## src/rtl/clkstr_pkg.sv

```systemverilog
package clkstr_pkg;

  typedef enum logic {
    SPD_FAST = 1'b0,
    SPD_SLOW = 1'b1
  } speed_e;

  // Width needed to hold a count value up to and including max_val.
  function automatic int unsigned cnt_width(input int unsigned max_val);
    return (max_val < 2) ? 1 : $clog2(max_val + 1);
  endfunction

endpackage

```

## src/rtl/clkstr_period_sel.sv

```systemverilog
// Chooses the length of the next bus cycle. The region flag is looked at
// only on the reload clock; the first reload after reset is forced fast.
module clkstr_period_sel
  import clkstr_pkg::*;
#(
  parameter int unsigned FAST_CNT = 4,
  parameter int unsigned SLOW_CNT = 24,
  parameter int unsigned CW       = 5
) (
  input  logic          clk_i,
  input  logic          rst_i,
  input  logic          reload_i,
  input  logic          slow_req_i,
  output logic [CW-1:0] load_val_o,
  output speed_e        cur_speed_o
);

  localparam logic [CW-1:0] FAST_V = CW'(FAST_CNT);
  localparam logic [CW-1:0] SLOW_V = CW'(SLOW_CNT);

  logic   first_q;
  speed_e next_speed;
  speed_e speed_q;

  always_comb begin
    if (first_q || !slow_req_i) next_speed = SPD_FAST;
    else                        next_speed = SPD_SLOW;
  end

  always_comb begin
    load_val_o = (next_speed == SPD_SLOW) ? SLOW_V : FAST_V;
  end

  always_ff @(posedge clk_i) begin
    if (rst_i) begin
      first_q <= 1'b1;
      speed_q <= SPD_FAST;
    end else if (reload_i) begin
      first_q <= 1'b0;
      speed_q <= next_speed;
    end
  end

  assign cur_speed_o = speed_q;

  // the first reload after reset always picks the short count
  a_r2_first_fast: assert property (@(posedge clk_i) disable iff (rst_i)
    (reload_i && first_q) |-> (load_val_o == FAST_V));

  // the speed of a running cycle holds between reloads
  a_r5_speed_held: assert property (@(posedge clk_i) disable iff (rst_i)
    (!$past(reload_i) && !$past(rst_i)) |-> $stable(speed_q));

endmodule

```

## src/rtl/clkstr_phase_cnt.sv

```systemverilog
// Down-counter for one bus cycle. It also remembers the midpoint of the
// loaded value, so the high-to-low point can be found.
module clkstr_phase_cnt #(
  parameter int unsigned CW = 5
) (
  input  logic          clk_i,
  input  logic          rst_i,
  input  logic [CW-1:0] load_val_i,
  output logic          reload_o,
  output logic          mid_hit_o,
  output logic [CW-1:0] cnt_o,
  output logic [CW-1:0] half_o
);

  localparam logic [CW-1:0] ONE = CW'(1);

  logic [CW-1:0] cnt_q;
  logic [CW-1:0] half_q;
  logic [CW-1:0] cnt_dec;

  assign cnt_dec   = cnt_q - ONE;
  assign reload_o  = (cnt_q <= ONE);
  assign mid_hit_o = !reload_o && (cnt_dec == half_q);

  always_ff @(posedge clk_i) begin
    if (rst_i) begin
      cnt_q  <= '0;
      half_q <= '0;
    end else if (reload_o) begin
      cnt_q  <= load_val_i;
      half_q <= load_val_i >> 1;
    end else begin
      cnt_q  <= cnt_dec;
    end
  end

  assign cnt_o  = cnt_q;
  assign half_o = half_q;

  // while a cycle runs, the count steps down by exactly one each clock
  a_r8_count_step: assert property (@(posedge clk_i) disable iff (rst_i)
    ($past(cnt_q) > ONE && !$past(rst_i)) |-> (cnt_q == $past(cnt_q) - ONE));

  // the stored midpoint stays fixed for the whole cycle
  a_r7_half_fixed: assert property (@(posedge clk_i) disable iff (rst_i)
    ($past(cnt_q) > ONE && !$past(rst_i)) |-> $stable(half_q));

endmodule

```

## src/rtl/cpu_clk_stretcher.sv

```systemverilog
module cpu_clk_stretcher
  import clkstr_pkg::*;
#(
  parameter int unsigned FAST_CNT = 4,
  parameter int unsigned SLOW_CNT = 24
) (
  input  logic clk_i,
  input  logic rst_i,
  input  logic slow_region_i,
  output logic phi2_o,
  output logic cyc_start_o
);

  localparam int unsigned MAX_CNT = (SLOW_CNT > FAST_CNT) ? SLOW_CNT : FAST_CNT;
  localparam int unsigned CW      = cnt_width(MAX_CNT);

  logic          reload;
  logic          mid_hit;
  logic [CW-1:0] load_val;
  logic [CW-1:0] cnt;
  logic [CW-1:0] half;
  speed_e        cur_speed;
  logic          phi2_q;
  logic          stb_q;

  clkstr_period_sel #(
    .FAST_CNT (FAST_CNT),
    .SLOW_CNT (SLOW_CNT),
    .CW       (CW)
  ) u_sel (
    .clk_i       (clk_i),
    .rst_i       (rst_i),
    .reload_i    (reload),
    .slow_req_i  (slow_region_i),
    .load_val_o  (load_val),
    .cur_speed_o (cur_speed)
  );

  clkstr_phase_cnt #(
    .CW (CW)
  ) u_cnt (
    .clk_i      (clk_i),
    .rst_i      (rst_i),
    .load_val_i (load_val),
    .reload_o   (reload),
    .mid_hit_o  (mid_hit),
    .cnt_o      (cnt),
    .half_o     (half)
  );

  // phi2 and the strobe come straight from flops
  always_ff @(posedge clk_i) begin
    if (rst_i) begin
      phi2_q <= 1'b0;
      stb_q  <= 1'b0;
    end else begin
      stb_q <= reload;
      if (reload)       phi2_q <= 1'b1;
      else if (mid_hit) phi2_q <= 1'b0;
    end
  end

  assign phi2_o      = phi2_q;
  assign cyc_start_o = stb_q;

  // every rise of phi2 comes with the strobe
  a_r6_rise_strobe: assert property (@(posedge clk_i) disable iff (rst_i)
    $rose(phi2_q) |-> stb_q);

  // the strobe lasts a single master clock
  a_r6_strobe_single: assert property (@(posedge clk_i) disable iff (rst_i)
    stb_q |=> !stb_q);

  // phi2 falls only when the counter sits at the midpoint
  a_r7_fall_mid: assert property (@(posedge clk_i) disable iff (rst_i)
    $fell(phi2_q) |-> (cnt == half));

  // a fresh cycle holds one of the two configured lengths
  a_r4_load_legal: assert property (@(posedge clk_i) disable iff (rst_i)
    stb_q |-> ((cnt == CW'(FAST_CNT) && cur_speed == SPD_FAST) ||
               (cnt == CW'(SLOW_CNT) && cur_speed == SPD_SLOW)));

endmodule

```

## config.mk

```make
export PLATFORM = sky130hd
export DESIGN_NAME = cpu_clk_stretcher
export DESIGN_NICKNAME = d
export VERILOG_FILES = /design/src/rtl/clkstr_pkg.sv /design/src/rtl/clkstr_period_sel.sv /design/src/rtl/clkstr_phase_cnt.sv /design/src/rtl/cpu_clk_stretcher.sv
export SDC_FILE = /design/constraint.sdc
export NUM_CORES = 1
export LEC_CHECK = 0
export BUFFER_PORTS_ARGS = -buffer_cell sky130_fd_sc_hd__buf_2
export CORE_AREA = 2 2 39 41
export DETAILED_ROUTE_END_ITERATION = 10
export DIE_AREA = 0 0 41 43
export PLACE_DENSITY = 0.56
export REMOVE_ABC_BUFFERS = 1
export SLEW_MARGIN = 20
export SYNTH_ARGS = -nofsm -noshare
export SYNTH_HDL_FRONTEND = slang
export SYNTH_SLANG_ARGS = --single-unit
```

## constraint.sdc

```tcl
create_clock -name clk_i -period 1.65 [get_ports clk_i]
set_input_delay 0.0825 -clock clk_i [delete_from_list [all_inputs] [get_ports clk_i]]
set_output_delay 0.0825 -clock clk_i [all_outputs]
set_load 0.02 [all_outputs]
```

==> results by group <==
Outcome
  • Status: completed

Global routing
  • Initial antenna violation count: 0
  • GRT Total Usage: 0.125
  • First-pass GRT wire length: around 1400 µm
  • Number of global-route vias before repair: 339
  • Total gr overflow: 0
  • Largest net degree at the start of global routing: 10

Cells and area
  • Area of the multi-input gates: 250 µm²
  • Storage cell area: 201 µm²
  • Final Non-Filler Cells: 76
  • Final nets: 66
  • Share of cells above drive strength 1: 0.183
  • Layout fillers: 143
  • ANT cells: 0
  • Area Growth Syn to Fin: 17.6%

Critical path
  • Data arrival time of the critical path: 1.68 ns
  • FF-to-FF setup slack: about 0.16 ns
  • Critical path type: flop to flop
  • Reg2reg path depth: 6
  • Worst R2R Start: u_cnt.cnt_o[0]
  • CP endpoint kind: flop
  • Crit start category: flop
  • WP data required: 1.84 ns
  • Crit-path max FO: 7
  • R2R Path End: phi2_o

Synthesis
  • Number of synthesized flops with an enable pin: 0
  • Primary FF master, synth: dfxtp_1
  • Synth Area in Compound Gates: 0.209
  • Proportion of synthesized area in mux cells: 0
  • Synth cell types: 22
  • Seq/Total Area, Yosys: 0.434
  • Yosys top cell area share: 0.434
  • Synthesized area per cell: 8.88 µm²
  • Dominant cell type by area after synthesis: dfxtp_1
  • Synth cell count leaders: dfxtp_1 (10), nor2_1 (7), nor3_1 (5), nand2_1 (4)
  • Seq cells post-synth: 10
  • Syn. warnings: 0
  • Post-synth ARST share: 0
  • Post-Synth XOR/XNOR Area: 0.0759
  • Synth Instances: 52
  • Post-synthesis adder-cell area fraction: 0.0542
  • Main combinational cell family by area after synthesis: compound AO/OA/AOI/OAI gates
  • Syn Std Cell Area: 462 µm²
  • Simple logic cell fraction of the synthesized area: 0.203
  • Most numerous cell in the Yosys netlist: dfxtp_1
  • Area contributors post-synth: dfxtp_1 (43%), nor2_1 (5.7%), xnor2_1 (5.7%)

STA
  • Minimum clock period: 1.49 ns
  • Slew @ Worst Pin: ~0.26 ns
  • Final Skew: 0.00643 ns
  • Pins Over Slew Limit: 0
  • Period utilisation layout: 0.904
  • Setup TNS: 0 ns
  • Final setup vio count: 0
  • WHS: a little over 0.1 ns
  • Final Hold Viols: 0
  • Fmax: ~670 MHz
  • Worst slew margin: 0.824
  • RSZ-0062 raised after global routing: false

Route
  • Drt first-iter violations: 4
  • DRT antenna net count: 0
  • DR WL/cell: roughly 11 µm
  • Via count: 380
  • DRC violations left: 0
  • WL final: 870 µm
  • DR pass1 iterations: 2
  • Vias per Instance: 5.00

Clocking
  • Worst-Skew Late Latency: 0.27 ns
  • Cts repair resizes: 0
  • Post-CTS setup buffer count: 0
  • CTS clock-pin slew for the worst setup and hold paths: 0.07 ns
  • Num CTS Buffers: 3
  • Root Buffer: clkbuf_4
  • CTS tree: built
  • Clock Sinks: 10
  • Worst-case clock buffer depth: 2
  • Cts hold-fix bufs: 0
  • H-tree depth: 1

Power
  • Leakage: approximately 0.21 nW
  • Power Density: 2320 mW/mm²
  • IR drop worst, VDD: 727 µV

Die
  • Row count: 14
  • Die height: 43 µm
  • Die Footprint: about 0.0018 mm²
  • Core ar.: 0.00138 mm²
  • Initial core utilization: 0.334
  • Io pins: 5
  • Die X-Extent: 41 µm

Placed design
  • GPL Wtd Cong: 0.718
  • Placed cells: between 70 and 80
  • # port buffers: 4

Worst hold path
  • Hold Path Origin: rst_i
  • Hold path depth: 2
  • Hold EP: u_cnt.half_o[2]
  • Hold Path Class: input port to flop

Run
  • Max-cap violations: 0
## worst max-delay path, stage by stage (launching register included)
cell	delay, ns
dfxtp_2	0.38
inv_1	0.07
ha_1	0.26
nand2_1	0.09
a21oi_1	0.04
a311o_1	0.35
a311oi_2	0.23
## metrics by stage
| stage | setup slack, ns | cell area [µm²] | total power, mW | util |
|---|---|---|---|---|
| final | 0.158 | 543 | 1.26 | 0.392 |
| after detailed placement | 0.0889 | 505 | 1.05 | 0.365 |
| after floorplan | 0.216 | 458 | 0.893 | - |
| after global routing | 0.0699 | 543 | 1.36 | 0.392 |
| after CTS | 0.0809 | 542 | 1.27 | 0.392 |
| after global placement | 0.126 | 505 | 1.04 | 0.365 |
## placed cells by master (no fill, tap or decap)
master / instances
clkbuf_4: 3
or3_1: 1
ha_1: 2
xnor2_1: 3
nand2_1: 4
a311oi_2: 1
nor2b_1: 1
a211oi_1: 1
buf_2: 4
nand3b_1: 1
a311o_1: 1
inv_1: 2
buf_4: 1
nor3b_1: 1
xor2_1: 1
a21oi_1: 3
nor3_1: 5
clkbuf_8: 1
a311oi_1: 1
o21ai_0: 2
dfxtp_2: 1
nor2_1: 7
o21a_1: 2
a21o_1: 1
dfxtp_1: 9
a21boi_0: 1
## cell type report
cell class / instances / area share
inverter: 2 / 0.0138
multi-input combinational: 39 / 0.461
tap: 16 / 0.0369
timing repair buffer: 5 / 0.0507
sequential: 10 / 0.371
clock buffer: 4 / 0.0668
## registers in the layout, summed over array words and instances, names as in the netlist
register	count
u_cnt.half_o	2
u_cnt.cnt_o	5
u_sel.first_q	1
phi2_o	1
cyc_start_o	1
## cell families after synthesis
| kind of cell | after synthesis |
|---|---|
| flops | 10 |
| fa+ha+maj | 2 |
| compound gates | 13 |
| xor+xnor | 4 |
| buf+inv | 3 |
| simple gates | 20 |
## worst max-delay path by stage
stage                               from      to  slack (ns)  cells after the start
after floorplan           u_cnt.cnt_o[0]  phi2_o        0.22                      6
after global placement    u_cnt.cnt_o[0]  phi2_o        0.13                      6
after detailed placement  u_cnt.cnt_o[0]  phi2_o        0.09                      6
after CTS                 u_cnt.cnt_o[0]  phi2_o        0.08                      6
after global routing      u_cnt.cnt_o[0]  phi2_o        0.07                      6
final                     u_cnt.cnt_o[0]  phi2_o        0.16                      6
## metal layers
metal / track usage / vias to the layer above / routed length [µm] / part of all wire
met4: 0.100 / 0 / 19 / 0.022
met2: 0.166 / 5 / 407 / 0.47
met1: 0.153 / 174 / 422 / 0.49
met5: 0 / - / 0 / 0
li1: - / 199 / - / -
met3: 0.0471 / 2 / 21 / 0.024
## report_power, final
group	switching, mW	total [mW]	leakage [nW]	internal [mW]
clock	0.0868	0.221	0.0210	0.134
combinational	0.323	0.598	0.109	0.274
sequential	0.0957	0.443	0.0832	0.347
(Power assumes the default switching activity.)
